--- src/rtl/spg_pkg.sv ---
package spg_pkg;
  localparam int SPG_NUM_CS    = 4;
  localparam int SPG_CS_W      = $clog2(SPG_NUM_CS);
  localparam int SPG_CODE_W    = 7;
  localparam int SPG_HI_WEIGHT = 256;
  localparam int SPG_CNT_W     = $clog2(SPG_HI_WEIGHT + 2 ** (SPG_CODE_W - 1));

  typedef enum logic [1:0] {
    ACC_READ       = 2'b00,
    ACC_WRITE      = 2'b01,
    ACC_PAGE_FIRST = 2'b10,
    ACC_PAGE_NEXT  = 2'b11
  } accKind_t;

  typedef struct packed {
    logic                load;
    accKind_t            kind;
    logic [SPG_CS_W-1:0] cs;
  } ctlStrobes_t;

  // Width code to cycle count; a zero result is stretched to one cycle.
  function automatic logic [SPG_CNT_W-1:0] decodeWidth(input logic [SPG_CODE_W-1:0] code);
    logic [SPG_CNT_W-1:0] w;
    w = (code[SPG_CODE_W-1] ? SPG_CNT_W'(SPG_HI_WEIGHT) : '0)
      + SPG_CNT_W'(code[SPG_CODE_W-2:0]);
    if (w == '0) w = SPG_CNT_W'(1);
    return w;
  endfunction
endpackage

--- src/rtl/spg_regfile.sv ---
module spg_regfile
  import spg_pkg::*;
#(
  parameter int NUM_CS = SPG_NUM_CS,
  parameter int CODE_W = SPG_CODE_W,
  parameter int ADDR_W = 8,
  parameter int DATA_W = 32
) (
  input  logic                       clk,
  input  logic                       rstN,
  input  logic                       wpEn,
  input  logic                       regWrEn,
  input  logic [ADDR_W-1:0]          regAddr,
  input  logic [DATA_W-1:0]          regWrData,
  output logic [DATA_W-1:0]          regRdData,
  input  logic [$clog2(NUM_CS)-1:0]  selCs,
  output logic [CODE_W-1:0]          weCode,
  output logic [CODE_W-1:0]          wrCsCode,
  output logic [CODE_W-1:0]          rdCode,
  output logic [CODE_W-1:0]          rdCsCode
);
  localparam int CS_W     = $clog2(NUM_CS);
  localparam int N_FIELDS = DATA_W / 8;
  localparam int F_WE     = 0;
  localparam int F_WRCS   = 1;
  localparam int F_RD     = 2;
  localparam int F_RDCS   = 3;

  logic [CODE_W-1:0] fieldQ [NUM_CS][N_FIELDS];
  logic [NUM_CS*N_FIELDS*CODE_W-1:0] flatRegs;
  logic              addrHit;
  logic [CS_W-1:0]   addrIdx;
  logic [N_FIELDS-1:0] unusedWrBits;

  assign addrIdx = regAddr[4 +: CS_W];
  assign addrHit = (regAddr[3:0] == 4'h4) &&
                   (32'(regAddr[ADDR_W-1:4]) < NUM_CS);

  for (genvar c = 0; c < NUM_CS; c++) begin : g_cs
    for (genvar f = 0; f < N_FIELDS; f++) begin : g_fld
      always_ff @(posedge clk or negedge rstN) begin
        if (!rstN)
          fieldQ[c][f] <= CODE_W'(1);
        else if (regWrEn && !wpEn && addrHit && addrIdx == CS_W'(c))
          fieldQ[c][f] <= regWrData[f*8 +: CODE_W];
      end
      assign flatRegs[(c*N_FIELDS+f)*CODE_W +: CODE_W] = fieldQ[c][f];
    end
  end

  for (genvar f = 0; f < N_FIELDS; f++) begin : g_pad
    assign unusedWrBits[f] = ^regWrData[f*8+CODE_W +: (8-CODE_W)];
  end

  always_comb begin
    regRdData = '0;
    if (addrHit)
      for (int f = 0; f < N_FIELDS; f++)
        regRdData[f*8 +: CODE_W] = fieldQ[addrIdx][f];
  end

  assign weCode   = fieldQ[selCs][F_WE];
  assign wrCsCode = fieldQ[selCs][F_WRCS];
  assign rdCode   = fieldQ[selCs][F_RD];
  assign rdCsCode = fieldQ[selCs][F_RDCS];

  AST_WP_FREEZE: assert property (@(posedge clk) disable iff (!rstN)
    wpEn |=> $stable(flatRegs));
endmodule

--- src/rtl/spg_ctrl.sv ---
module spg_ctrl
  import spg_pkg::*;
#(
  parameter int NUM_CS = SPG_NUM_CS
) (
  input  logic                      clk,
  input  logic                      rstN,
  input  logic                      reqValid,
  input  logic [1:0]                reqKind,
  input  logic [$clog2(NUM_CS)-1:0] reqCs,
  input  logic                      finishing,
  output logic                      reqReady,
  output logic                      done,
  output ctlStrobes_t               ctl
);
  logic busyQ;
  logic accept;

  assign accept   = reqValid && !busyQ;
  assign reqReady = !busyQ;

  always_comb begin
    ctl.load = accept;
    ctl.kind = accKind_t'(reqKind);
    ctl.cs   = reqCs;
  end

  always_ff @(posedge clk or negedge rstN) begin
    if (!rstN) begin
      busyQ <= 1'b0;
      done  <= 1'b0;
    end else begin
      done <= finishing;
      if (accept)         busyQ <= 1'b1;
      else if (finishing) busyQ <= 1'b0;
    end
  end

  AST_DONE_SINGLE: assert property (@(posedge clk) disable iff (!rstN)
    done |=> !done);
  AST_NO_LOAD_BUSY: assert property (@(posedge clk) disable iff (!rstN)
    busyQ |-> !ctl.load);
  AST_DONE_READY: assert property (@(posedge clk) disable iff (!rstN)
    done |-> reqReady);
endmodule

--- src/rtl/spg_timer.sv ---
module spg_timer
  import spg_pkg::*;
#(
  parameter int NUM_CS = SPG_NUM_CS,
  parameter int CODE_W = SPG_CODE_W,
  parameter int CNT_W  = SPG_CNT_W
) (
  input  logic              clk,
  input  logic              rstN,
  input  ctlStrobes_t       ctl,
  input  logic [CODE_W-1:0] weCode,
  input  logic [CODE_W-1:0] wrCsCode,
  input  logic [CODE_W-1:0] rdCode,
  input  logic [CODE_W-1:0] rdCsCode,
  output logic              finishing,
  output logic              rdN,
  output logic              weN,
  output logic [NUM_CS-1:0] csN
);
  localparam int CS_W = $clog2(NUM_CS);

  // Channel A is the data strobe (read or write), channel B the chip select.
  logic [CNT_W-1:0] aCnt, bCnt, aLoad, bLoad;
  logic             aAct, bAct, aNext, bNext;
  accKind_t         kindQ;
  logic [CS_W-1:0]  csQ;

  always_comb begin
    unique case (ctl.kind)
      ACC_READ:       begin aLoad = decodeWidth(rdCode);   bLoad = decodeWidth(rdCsCode); end
      ACC_WRITE:      begin aLoad = decodeWidth(weCode);   bLoad = decodeWidth(wrCsCode); end
      ACC_PAGE_FIRST: begin aLoad = decodeWidth(rdCsCode); bLoad = decodeWidth(rdCsCode); end
      default:        begin aLoad = decodeWidth(rdCode);   bLoad = decodeWidth(rdCode);   end
    endcase
  end

  assign aNext     = aAct && (aCnt != CNT_W'(1));
  assign bNext     = bAct && (bCnt != CNT_W'(1));
  assign finishing = (aAct || bAct) && !aNext && !bNext;

  always_ff @(posedge clk or negedge rstN) begin
    if (!rstN) begin
      aAct  <= 1'b0;
      bAct  <= 1'b0;
      aCnt  <= '0;
      bCnt  <= '0;
      kindQ <= ACC_READ;
      csQ   <= '0;
    end else if (ctl.load) begin
      aAct  <= 1'b1;
      bAct  <= 1'b1;
      aCnt  <= aLoad;
      bCnt  <= bLoad;
      kindQ <= ctl.kind;
      csQ   <= ctl.cs;
    end else begin
      aAct <= aNext;
      bAct <= bNext;
      if (aNext) aCnt <= aCnt - CNT_W'(1);
      if (bNext) bCnt <= bCnt - CNT_W'(1);
    end
  end

  assign rdN = !(aAct && kindQ != ACC_WRITE);
  assign weN = !(aAct && kindQ == ACC_WRITE);

  for (genvar c = 0; c < NUM_CS; c++) begin : g_csn
    assign csN[c] = !(bAct && csQ == CS_W'(c));
  end

  AST_ONE_CS: assert property (@(posedge clk) disable iff (!rstN)
    $onehot0(~csN));
  AST_RD_WE_EXCL: assert property (@(posedge clk) disable iff (!rstN)
    !(!rdN && !weN));
  AST_LOAD_STARTS: assert property (@(posedge clk) disable iff (!rstN)
    ctl.load |=> ((!rdN || !weN) && !(&csN)));
  AST_FINISH_QUIET: assert property (@(posedge clk) disable iff (!rstN)
    finishing |=> (rdN && weN && (&csN)));
endmodule

--- src/rtl/strobe_pulse_gen.sv ---
module strobe_pulse_gen
  import spg_pkg::*;
#(
  parameter int NUM_CS = SPG_NUM_CS,
  parameter int CODE_W = SPG_CODE_W,
  parameter int CS_W   = $clog2(NUM_CS)
) (
  input  logic              clk,
  input  logic              rstN,
  input  logic              wpEn,
  input  logic              regWrEn,
  input  logic [7:0]        regAddr,
  input  logic [31:0]       regWrData,
  output logic [31:0]       regRdData,
  input  logic              reqValid,
  input  logic [1:0]        reqKind,
  input  logic [CS_W-1:0]   reqCs,
  output logic              reqReady,
  output logic              done,
  output logic              rdN,
  output logic              weN,
  output logic [NUM_CS-1:0] csN
);
  ctlStrobes_t       ctl;
  logic              finishing;
  logic [CODE_W-1:0] weCode, wrCsCode, rdCode, rdCsCode;

  spg_regfile #(.NUM_CS(NUM_CS), .CODE_W(CODE_W)) u_regs (
    .clk(clk), .rstN(rstN), .wpEn(wpEn), .regWrEn(regWrEn),
    .regAddr(regAddr), .regWrData(regWrData), .regRdData(regRdData),
    .selCs(ctl.cs), .weCode(weCode), .wrCsCode(wrCsCode),
    .rdCode(rdCode), .rdCsCode(rdCsCode)
  );

  spg_ctrl #(.NUM_CS(NUM_CS)) u_ctrl (
    .clk(clk), .rstN(rstN), .reqValid(reqValid), .reqKind(reqKind),
    .reqCs(reqCs), .finishing(finishing), .reqReady(reqReady),
    .done(done), .ctl(ctl)
  );

  spg_timer #(.NUM_CS(NUM_CS), .CODE_W(CODE_W)) u_timer (
    .clk(clk), .rstN(rstN), .ctl(ctl), .weCode(weCode),
    .wrCsCode(wrCsCode), .rdCode(rdCode), .rdCsCode(rdCsCode),
    .finishing(finishing), .rdN(rdN), .weN(weN), .csN(csN)
  );
endmodule

--- config.mk ---
export PLATFORM = sky130hd
export DESIGN_NAME = strobe_pulse_gen
export DESIGN_NICKNAME = d
export VERILOG_FILES = /design/src/rtl/spg_pkg.sv /design/src/rtl/spg_regfile.sv /design/src/rtl/spg_ctrl.sv /design/src/rtl/spg_timer.sv /design/src/rtl/strobe_pulse_gen.sv
export SDC_FILE = /design/constraint.sdc
export NUM_CORES = 1
export LEC_CHECK = 0
export BUFFER_PORTS_ARGS = -buffer_cell sky130_fd_sc_hd__buf_2
export CAP_MARGIN = 20
export CORE_ASPECT_RATIO = 1.75
export CORE_MARGIN = 5
export CORE_UTILIZATION = 30
export DETAILED_ROUTE_END_ITERATION = 8
export PLACE_DENSITY = 0.57
export RECOVER_POWER = 25
export SLEW_MARGIN = 20
export SYNTH_ARGS = -nofsm -noshare
export SYNTH_HDL_FRONTEND = slang
export SYNTH_SLANG_ARGS = --single-unit
--- constraint.sdc ---
create_clock -name clk -period 1.9 [get_ports clk]
set_input_delay 0.38 -clock clk [delete_from_list [all_inputs] [get_ports clk]]
set_output_delay 0.38 -clock clk [all_outputs]
set_load 0.05 [all_outputs]
# Word level (Yosys, flattened, before mapping)

Index checks and enable logic that the tools add are counted.

Input port bits: 49
Memory bits (writable): 0
Memories: 0
Latch bits: 0
Output and inout bits: 40
Memory bits (read-only): 0
Register bits: 138
Logic and storage cells: 116

Magnitude comparators: 3
$add $sub $neg: 6
Div/mod/pow operators: 0
Shift-type cells: 0
Mux-type cells: 28
Reductions and logical operators: 40
Bitwise gates (word level): 2
Eq/ne operators: 13
Multiply operators: 0

Operators with widths:

| kind                  | number |
|---|---|
| $bmux W28 S2          | 2 |
| $mux W28              | 4 |
| $mux W9               | 12 |
| $add A9 B6 Y9         | 4 |
| $logic_not A9 Y1      | 4 |
| $pmux W9 S2           | 2 |
| $mux W7               | 4 |
| $logic_and A1 B1 Y1   | 18 |
| $ne A9 B1 Y1 const B  | 2 |
| $sub A9 B1 Y9 const B | 2 |
| $eq A2 B2 Y1 const B  | 5 |
| $logic_not A1 Y1      | 10 |
| $eq A2 B1 Y1 const B  | 4 |
| $ge A3 B3 Y1 const B  | 2 |
| $logic_not A2 Y1      | 3 |
| $not A2 Y3            | 2 |
| $reduce_bool A2 Y1    | 3 |
| $eq A4 B3 Y1 const B  | 1 |
| $lt A4 B3 Y1 const B  | 1 |
| $mux W1               | 4 |
| $ne A2 B1 Y1 const B  | 1 |
| $reduce_or A2 Y1      | 1 |
| $logic_or A1 B1 Y1    | 1 |

# Logic depth before layout (Yosys ltp)

Gate-level depths: netlist (run 1).

Depth after elaboration: 10
Gate-level depth with buffers: 9
Gate-level depth less buffers: 7

# Hierarchy

From an unflattened synthesis (run 1), not the netlist that was laid out.

Cell total of the unflattened synthesis: 553
Area total of the unflattened synthesis: 7906.3 µm²

Modules (own cells, without submodules):

| module      | seq. area each (µm²) | area an instance (µm²) | times used | cells each |
|---|---|---|---|---|
| spg_regfile | 2822.7               | 6042.0                 | 1          | 349 |
| spg_timer   | 600.6                | 1756.7                 | 1          | 194 |
| spg_ctrl    | 50.0                 | 107.6                  | 1          | 10 |

# Worst setup path before layout (run 1)

Ideal clock, no wire load.

Path kind: input to output
Start: input regAddr[4]
End: output regRdData[10]
Path buffers: 1
Stages: 3
Arrival time: 1.807 ns
Required time: 1.520 ns
Setup slack: -0.287 ns
Path through: buf_1 > mux4_2 > and3_1

Longest elaborated chain between the ends: 5
Elaborated cells between the ends (all ways): 7
Those cells by class: 1 x order compare; 4 x mux; 1 x bitwise; 1 x reduce/logical

RTL lines:

| item                             | line                   | source |
|---|---|---|
| from (decl)                      | strobe_pulse_gen.sv:12 | `input logic [7:0] regAddr,` |
| $not A2 Y3 (implied by the code) | spg_regfile.sv:59      | `regRdData[f*8 +: CODE_W] = fieldQ[addrIdx][f];` |
| $bmux W28 S2                     | spg_regfile.sv:59      |  |
| $mux W28 (2 in series)           | --                     |  |
| $mux W7 *                        | spg_regfile.sv:57      | `if (addrHit)` |
| to (decl)                        | strobe_pulse_gen.sv:14 | `output logic [31:0] regRdData,` |

Mark *: on every way between the ends. The rest lies on a longest branch, timed or not. The select of a mux whose other input is x is not followed.

# Final worst setup path (run 1)

Start: register u_regs.fieldQ[30] in the netlist's numbering
End: output regRdData[26]

Longest elaborated chain between the ends: 4

RTL lines:

| item                              | line              | source |
|---|---|---|
| from (decl)                       | spg_regfile.sv:29 | `logic [CODE_W-1:0] fieldQ [NUM_CS][N_FIELDS];` |
| from (signal, indexed assignment) | spg_regfile.sv:45 | `fieldQ[c][f] <= regWrData[f*8 +: CODE_W];` |
| $bmux W28 S2                      | spg_regfile.sv:59 |  |
| $mux W28 (2 in series)            | --                |  |
| $mux W7                           | spg_regfile.sv:57 |  |

Every way passes these cells. The select of a mux whose other input is x is not followed.

==> metrics, run 1 <==
Buf/Inv on CP=1; Worst Setup End Kind=output pin; Max Buffers Root-to-Sink=2; Top delay family on crit path=multiplexers; vias post-DR=5,596; ys async rst share=100%; CTS buffer count=17; Starting Density=30.5%; CP startpoint kind=flip-flop; Setup Skew=0.00947 ns; Post-Route WL=22,200 microns; Power Dens Cells=754 nW/um^2; leading cell type in the layout, fill and taps excluded=dfrtp_1; status=finished, violations left; f_max=484 MHz; DRT iter0 DRCs=272; ranking of synthesized cells by area=dfrtp_1, mux2_2, mux4_2, dfstp_2, and3_1; Ys Warns=0; fin crit share=109%; Die W=130 microns; CP peak stage delay=0.51 ns; synthesized area=7510 sq um; io pins=89; Worst EP arrival=1.69 ns; # setup viols final=29; WS Path Type=reg -> out; max-slew violations=0; pre-CTS setup slack=-0.373 ns; DR pass1 iterations=6; clk slew on worst S/H paths=0.06 ns; cell leakage power=4.78 nW; worst rel slew slack=44.6%; RePlAce Congestion=0.890; full die area=28,400 sq um; synthesized flop and latch total=138; gr usage total=16.3%; synth unique cells=49; DP HPWL=15,500 microns; Max IR drop VDD=0.626 mV; Diodes inserted=0; # port buffers=80; commonest non-fill, non-tap cells in the layout=dfrtp_1, buf_4, mux2_2; CTS tree=yes; core area=24,600 sq um; RSZ-0062 raised after global routing=yes; Die Height=219 microns; DRC viols=0; WL per Instance=20.9 microns; actual slew at the worst max-slew pin=0.831 ns; Tmin final=2.07 ns; clock sink total=138; Post-synth EDFFs=0; vias in the first global route=6,217; Hold Slack=0.217 ns; largest net degree at the start of global routing=50; HP Class=in -> reg; Synth Instances=556; Finished Core Util=42.4%; crit-path max FO=3; setup ws final=-0.166 ns; cell with the largest stage delay on the worst path=mux4_2; Hold Fails Final Rpt=0; Avg Inst Size Synth=13.5 sq um; Clock H-tree levels=4; antenna violation net count after detailed routing=0; vias per cell=5.26; initial antenna violation count=0; final net count=795; max cap viols=0; clk root buf=clkbuf_16; top-area cell type share of the netlist area=40.6%; Synth area leader=dfrtp_1; P&R area growth vs syn=38.9%; total gr overflow=0; first-pass GRT wire length=34,900 microns; register area share after synthesis=46.2%; failing checks=negative setup slack; Worst-Skew Late Latency=0.44 ns; share of cells above drive strength 1=63.0%; most used flip-flop cell after synthesis=dfrtp_1; Std-Cell Rows=76; Worst Path Required=1.52 ns; crit-path cells=mux4_2, and3_4, buf_6
[cell type report]
class,instances,area (sq um)
inverters,10,37.5
flip-flops and latches,138,3470
clock inverters,6,111
repair buffers,204,1770
fillers,2227,14200
clock buffers,26,499
multi-input cells,367,4150
well taps,312,390
[cells in the mapped netlist (6+ instances only)]
library cell / n
ha_1: 8
nand2_1: 20
o21ai_0: 8
nor4_1: 7
buf_2: 13
xnor2_1: 12
a22oi_1: 12
a21oi_1: 19
mux4_2: 56
nor2_1: 28
inv_1: 10
buf_4: 10
nor3_1: 6
dfstp_2: 16
clkbuf_1: 18
and3_1: 29
a211oi_1: 7
mux2_2: 112
dfrtp_1: 122
[metal layers]
layer	up-vias	part of all wire (%)	global-route usage, %
li1	2473	-	-
met1	2900	37	18.0
met2	174	55	29.0
met3	49	4.0	3.39
met4	0	4.0	8.22
met5	-	0	0
[worst paths after layout]
check | startpoint | end | slack, ns | cells past startpoint
setup / recovery | u_regs.fieldQ[30]$_DFFE_PN0P_ | regRdData[26] | -0.17 | 3
hold / removal | regWrData[11] | u_regs.fieldQ[73]$_DFFE_PN0P_ | 0.22 | 2
setup reg to reg | u_regs.fieldQ[4]$_DFFE_PN0P_ | u_timer.aCnt[0]$_DFFE_PN0P_ | -0.03 | 6
hold reg to reg | u_timer.kindQ[1]$_DFFE_PN0P_ | u_timer.kindQ[1]$_DFFE_PN0P_ | 0.49 | 2
max in group asynchronous | rstN | u_regs.fieldQ[49]$_DFFE_PN1P_ | 0.33 | 3
min in group asynchronous | rstN | u_regs.fieldQ[41]$_DFFE_PN0P_ | 0.59 | 2
[worst register-to-register path, delay by kind of cell, from the launching register on]
family / cells / cell delay, ns
and+or+nand+nor: 2 / 0.44
AOI/OAI and AO/OA: 2 / 0.36
muxes: 1 / 0.55
DFF: 1 / 0.39
buffers and inverters: 1 / 0.14
[power by group]
part,switching [mW],leakage [nW],internal (mW)
clock network,1.25,0.295,2.20
registers,0.132,1.79,3.11
logic,0.581,2.69,0.586
[repair_timing]
action,CTS,global route
pin swaps,5,11
endpoints found under the hold margin,28,0
setup endpoints to repair,42,41
hold buffers,1,0
resized for setup,107,29
gates cloned,1,1
setup buffers,43,9
[stage by stage]
stage | total power, mW | cell area, sq um | std cells | setup TNS (ns)
2_1_floorplan | 3.90 | 7690 | 559 | -0.463
3_3_place_gp | 4.31 | 8930 | 977 | -19.71
3_5_place_dp | 4.35 | 8930 | 977 | -20.51
4_1_cts | 7.88 | 10200 | 1054 | -3.90
5_1_grt | 8.18 | 10400 | 1063 | -4.80
6_report | 7.86 | 10400 | 1063 | -3.35
[cells by family (layout without fill, tap and decap cells)]
family | Yosys count | after routing | share of synthesized area, %
adder cells (fa/ha/maj) | 8 | 8 | 1.33
AO/OA/AOI/OAI | 56 | 56 | 5.11
multiplexers | 169 | 169 | 33.7
buffers and inverters | 54 | 246 | 3.41
AND/OR/NAND/NOR | 117 | 117 | 8.64
flip-flops | 138 | 138 | 46.2
XOR/XNOR | 13 | 13 | 1.52
other | 1 | 4 | 0.0499
[registers in the layout (all words and copies together), names as in the netlist]
signal / flops
u_timer.csQ: 2
u_timer.kindQ: 2
u_ctrl.busyQ: 1
u_timer.bCnt: 9
u_timer.aCnt: 9
u_timer.bAct: 1
u_timer.aAct: 1
u_regs.fieldQ: 112
u_ctrl.done: 1
Note: power is estimated with default switching activity, not from simulation.
==> run 2, diff against run 1 <==
--- a/config.mk
+++ b/config.mk
@@ -11,4 +11,5 @@
 export CORE_MARGIN = 5
 export CORE_UTILIZATION = 30
+export CTS_BUF_LIST = sky130_fd_sc_hd__clkbuf_8
 export DETAILED_ROUTE_END_ITERATION = 8
 export PLACE_DENSITY = 0.57
==> constraint.sdc (replaced) <==
create_clock -name clk -period 1.9 [get_ports clk]
set_input_delay 0.38 -clock clk [delete_from_list [all_inputs] [get_ports clk]]
set_output_delay 0.38 -clock clk [all_outputs]
set_load 0.02 [all_outputs]
==> run 2 against run 1 <==
- the flow still finishes with violations (negative setup slack)
- non-clock buffer count up 19
- worst setup slack better by 0.0011 ns
- clock power is 28% lower
- via count down 0.98%
- worst hold slack worse by 0.0067 ns
- global-route usage is 0.82 points lower
- first-iteration DRC count is 32% lower
- critical path type unchanged
- critical endpoint is now regRdData[3]
==> metrics, run 2 (synthesis results as in run 1) <==
Worst EP arrival=1.68 ns; Max IR drop VDD=0.379 mV; Hold Fails Final Rpt=0; Pint=5.08 mW; Fillers=2,286; WL per Instance=19.8 microns; Layout Cells excl Fill=1,082; clk slew on worst S/H paths=0.08 ns; R2R cell count=7; cell leakage power=4.80 nW; Std-Cell Rows=76; vias in the first global route=5,929; share of cells above drive strength 1=64.3%; dpl cells=980; Clock power frac=36.3%; initial antenna violation count=2; CTS tree=yes; HP Class=in -> reg; gr usage total=15.4%; vias per cell=5.12; first-pass GRT wire length=33,100 microns; clk root buf=clkbuf_8; full die area=28,400 sq um; Post-Route Setup TNS=-3.16 ns; Largest register FFs=112; commonest non-fill, non-tap cells in the layout=buf_4, dfrtp_1, mux2_2; Tmin final=2.06 ns; sw power=1.78 mW; clock sink total=138; DRT iter0 DRCs=184; f_max=484 MHz; CP startpoint kind=flip-flop; io pins=89; DRC viols=0; Worst Hold Depth=2; core area=24,600 sq um; Comb power frac=16.6%; DR pass1 iterations=4; antenna violation net count after detailed routing=0; fin crit share=109%; Multi-input gate area=4160 sq um; Diodes inserted=0; Net Sw Frac=25.9%; largest net degree at the start of global routing=49; # setup viols final=28; actual slew at the worst max-slew pin=0.936 ns; final net count=814; # port buffers=80; status=finished, violations left; R2R Setup Slk=0 ns; RSZ-0062 raised after global routing=yes; Reg with most FFs=u_regs.fieldQ; Sequential Area=3470 sq um; Worst Path Required=1.52 ns; setup ws final=-0.165 ns; RePlAce Congestion=0.898; r2r endpoint=u_timer.bCnt[0]$_DFFE_PN0P_; Post-Route WL=21,500 microns; hold_sp=regWrData[29]; Die Height=219 microns; Largest regs=u_regs.fieldQ (112), u_timer.aCnt (9), u_timer.bCnt (9); worst rel slew slack=37.6%; Setup Skew=0.0128 ns; P&R area growth vs syn=37.3%; Starting Density=30.5%; CTS buffer count=17; Clock H-tree levels=4; DP HPWL=15,100 microns; vias post-DR=5,541; failing checks=negative setup slack; crit-path max FO=3; WS Path Type=reg -> out; Worst-Skew Late Latency=0.44 ns; Worst Setup End Kind=output pin; Power Dens Cells=665 nW/um^2; total gr overflow=0; Die W=130 microns; max-slew violations=0; sequential power share=47.2%; Final Power=6.86 mW; WHS Endpoint=u_regs.fieldQ[61]$_DFFE_PN0P_; worst r2r src=u_timer.bCnt[1]$_DFFE_PN0P_; Max Buffers Root-to-Sink=2; max cap viols=0
[run 2: how the worst max path moves through the flow]
stage	from	end	slack, ns
finish	u_regs.fieldQ[24]$_DFFE_PN0P_	regRdData[3]	-0.16
global route	u_regs.fieldQ[65]$_DFFE_PN0P_	regRdData[18]	-0.21
CTS	u_regs.fieldQ[24]$_DFFE_PN0P_	regRdData[3]	-0.20
detailed placement	reqCs[0]	u_timer.aCnt[0]$_DFFE_PN0P_	-0.30
global placement	reqCs[0]	u_timer.bCnt[0]$_DFFE_PN0P_	-0.29
floorplan	regAddr[5]	regRdData[10]	-0.12
[run 2: power groups by stage]
| stage | clock, mW | combinational (mW) | sequential, mW |
|---|---|---|---|
| after floorplan | 0 | 0.587 | 3.28 |
| after global placement | 0 | 1.03 | 3.29 |
| after detailed placement | 0 | 1.04 | 3.29 |
| after CTS | 2.56 | 1.10 | 3.23 |
| after global routing | 2.68 | 1.24 | 3.26 |
| final | 2.49 | 1.14 | 3.24 |
[run 2: layout make-up]
class                   instances  area share (%)
repair buffers                223            17.9
multi-input cells             367            40.3
well taps                     312            3.79
clock buffers                  20            2.67
flip-flops and latches        138            33.7
clock inverters                12            1.29
inverters                      10           0.364
[run 2: per-layer routing]
metal / up-vias / wire length (microns) / global-route usage, %
met5: - / 0 / 0
met4: 0 / 1070 / 8.84
met3: 48 / 643 / 2.65
met2: 116 / 11700 / 27.7
met1: 2863 / 8090 / 16.7
li1: 2514 / - / -
[run 2: repair_timing]
item                                    4_1_cts  5_1_grt
setup buffers                                55       13
hold buffers                                  1        0
gates cloned                                  1        0
gates resized for setup                      91       29
endpoints found under the setup margin       43       41
hold endpoints to repair                     26        0
pin swaps                                     3       10
[run 2: per-stage QoR]
stage                     utilization [%]  hold WS, ns  area [sq um]  setup slack (ns)
after CTS                            41.1        0.181         10100            -0.198
after detailed placement             36.3        0.307          8940            -0.300
after global routing                 41.9        0.186         10300            -0.214
final                                41.9        0.210         10300            -0.165
after global placement               36.3        0.306          8940            -0.294
after floorplan                         -       0.0844          7660            -0.120
[run 2: critical path, stage by stage (launching register included)]
cell,delay (ns)
dfrtp_1,0.40
mux4_2,0.52
and3_4,0.21
buf_6,0.12
==> run 3, diff against run 2 <==
- CORE_ASPECT_RATIO: 1.75 -> 0.6
==> run 3 against run 2 <==
- the flow still finishes with violations (negative setup slack)
- utilization grew 0.76 points
- sequential power is essentially flat
- via count is 1.8% higher
- flip-flop and latch count did not move
- first-iteration DRC count is 89% higher
- cell area up 1.1%
- worst hold slack worse by 0.011 ns
- clock-buffer cell count fell by 1
- critical path depth unchanged
- worst setup slack worse by 0.0088 ns
- clock skew shrank 0.00077 ns
- non-clock buffer count increased by 14
- largest cell class unchanged
- highest routed layer is now met5
==> metrics, run 3 (synthesis results as in run 1) <==
status=finished, violations left; failing checks=negative setup slack; Clock H-tree levels=4; Largest register FFs=112; Tmin final=2.07 ns; DP HPWL=15,200 microns; DRT iter0 DRCs=347; Largest regs=u_regs.fieldQ (112), u_timer.aCnt (9), u_timer.bCnt (9); WL per Instance=20.3 microns; Final Power=6.65 mW; largest net degree at the start of global routing=44; RePlAce Congestion=0.896; final net count=828; Die W=214 microns; Max Buffers Root-to-Sink=2; max cap viols=0; CTS tree=yes; CTS buffer count=17; clk root buf=clkbuf_8; io pins=89; antenna violation net count after detailed routing=0; worst rel slew slack=25.0%; RSZ-0062 raised after global routing=yes; pre-CTS setup slack=-0.350 ns; leading cell type in the layout, fill and taps excluded=buf_4; actual slew at the worst max-slew pin=1.13 ns; HP Class=in -> reg; gr usage total=15.8%; WS Path Type=reg -> out; DRC viols=0; Sequential Area=3470 sq um; Setup Skew=0.0120 ns; Worst-Skew Late Latency=0.46 ns; f_max=482 MHz; dpl cells=987; Starting Density=30.7%; total gr overflow=0; # setup viols final=32; first-pass GRT wire length=35,100 microns; P&R area growth vs syn=38.7%; Fillers=2,258; vias in the first global route=6,198; Worst Setup End Kind=output pin; full die area=28,400 sq um; Worst Path Required=1.52 ns; max-slew violations=0; cell leakage power=4.82 nW; Worst EP arrival=1.69 ns; Post-Route WL=22,500 microns; CP startpoint kind=flip-flop; crit-path max FO=2; initial antenna violation count=3; clock sink total=138; vias post-DR=5,641; share of cells above drive strength 1=66.5%; fin crit share=109%; core area=24,400 sq um; Layout Cells excl Fill=1,107; DR pass1 iterations=4; Std-Cell Rows=44; Multi-input gate area=4210 sq um; Reg with most FFs=u_regs.fieldQ; Hold Slack=0.199 ns; Power Dens Cells=638 nW/um^2; Hold Fails Final Rpt=0; # port buffers=80; vias per cell=5.10; Max IR drop VDD=0.356 mV; setup ws final=-0.174 ns; commonest non-fill, non-tap cells in the layout=buf_4, dfrtp_1, mux2_2; Die Height=133 microns; clk slew on worst S/H paths=0.09 ns
-- run 3: cell count changes in the layout (fill, tap and decap cells not counted), moves of 3 or more --
cell	previous run	this run
buf_4	121	136
clkinv_4	0	5
a211oi_1	7	3
a211oi_2	0	4
inv_1	13	9
bufinv_16	3	0
clkinvlp_4	1	4
-- run 3: where the power goes --
| group | switching [mW] | leakage, nW | total (mW) | internal [mW] |
|---|---|---|---|---|
| clock network | 1.24 | 0.174 | 2.21 | 0.975 |
| logic | 0.573 | 2.86 | 1.19 | 0.616 |
| registers | 0.139 | 1.79 | 3.25 | 3.11 |
| total | 1.95 | 4.82 | 6.65 | 4.70 |
-- run 3: cell type report --
cell class	count	share of cell area, %
diodes	1	0.0240
clock buffers	19	2.51
clock inverters	13	0.936
inverters	10	0.360
multi-input cells	367	40.4
flip-flops and latches	138	33.3
well taps	322	3.87
repair buffers	237	18.6
-- run 3: final timing paths --
check                                            endpoint  slack [ns]                     startpoint  depth (start not counted)
setup / recovery                             regRdData[1]       -0.17  u_regs.fieldQ[22]$_DFFE_PN0P_                          3
hold / removal              u_regs.fieldQ[97]$_DFFE_PN0P_        0.20                  regWrData[22]                          2
setup reg to reg              u_timer.aCnt[0]$_DFFE_PN0P_       -0.05    u_timer.aCnt[5]$_DFFE_PN0P_                          5
hold reg to reg              u_timer.kindQ[1]$_DFFE_PN0P_        0.51   u_timer.kindQ[1]$_DFFE_PN0P_                          2
max in group asynchronous          u_timer.bAct$_DFF_PN0_        0.32                           rstN                          3
min in group asynchronous  u_regs.fieldQ[110]$_DFFE_PN0P_        0.68                           rstN                          2
-- run 3: per-layer routing --
| layer | global-route usage [%] | part of all wire, % |
|---|---|---|
| met3 | 4.61 | 8.0 |
| met5 | 0 | 0.093 |
| met1 | 22.1 | 44 |
| met2 | 24.5 | 47 |
| met4 | 3.75 | 0.74 |
-- run 3: per-stage QoR --
| step | utilization [%] | cell area (sq um) | TNS [ns] |
|---|---|---|---|
| 6_report | 42.6 | 10400 | -3.57 |
| 5_1_grt | 42.6 | 10400 | -6.02 |
| 3_3_place_gp | 36.4 | 8910 | -14.66 |
| 3_5_place_dp | 36.4 | 8910 | -18.51 |
| 4_1_cts | 41.7 | 10200 | -4.05 |
| 2_1_floorplan | - | 7660 | -2.85 |
-- run 3: critical path, stage by stage, from the launching register on --
cell     delay [ns]
dfrtp_1        0.40
mux4_2         0.51
and3_4         0.20
buf_6          0.12
-- run 3: what timing repair did --
| item | 4_1_cts | 5_1_grt |
|---|---|---|
| buffers inserted | 75 | 14 |
| endpoints found under the hold margin | 28 | 0 |
| pin swaps | 6 | 25 |
| hold buffers | 1 | 0 |
| endpoints found under the setup margin | 43 | 45 |
| resized for setup | 97 | 33 |
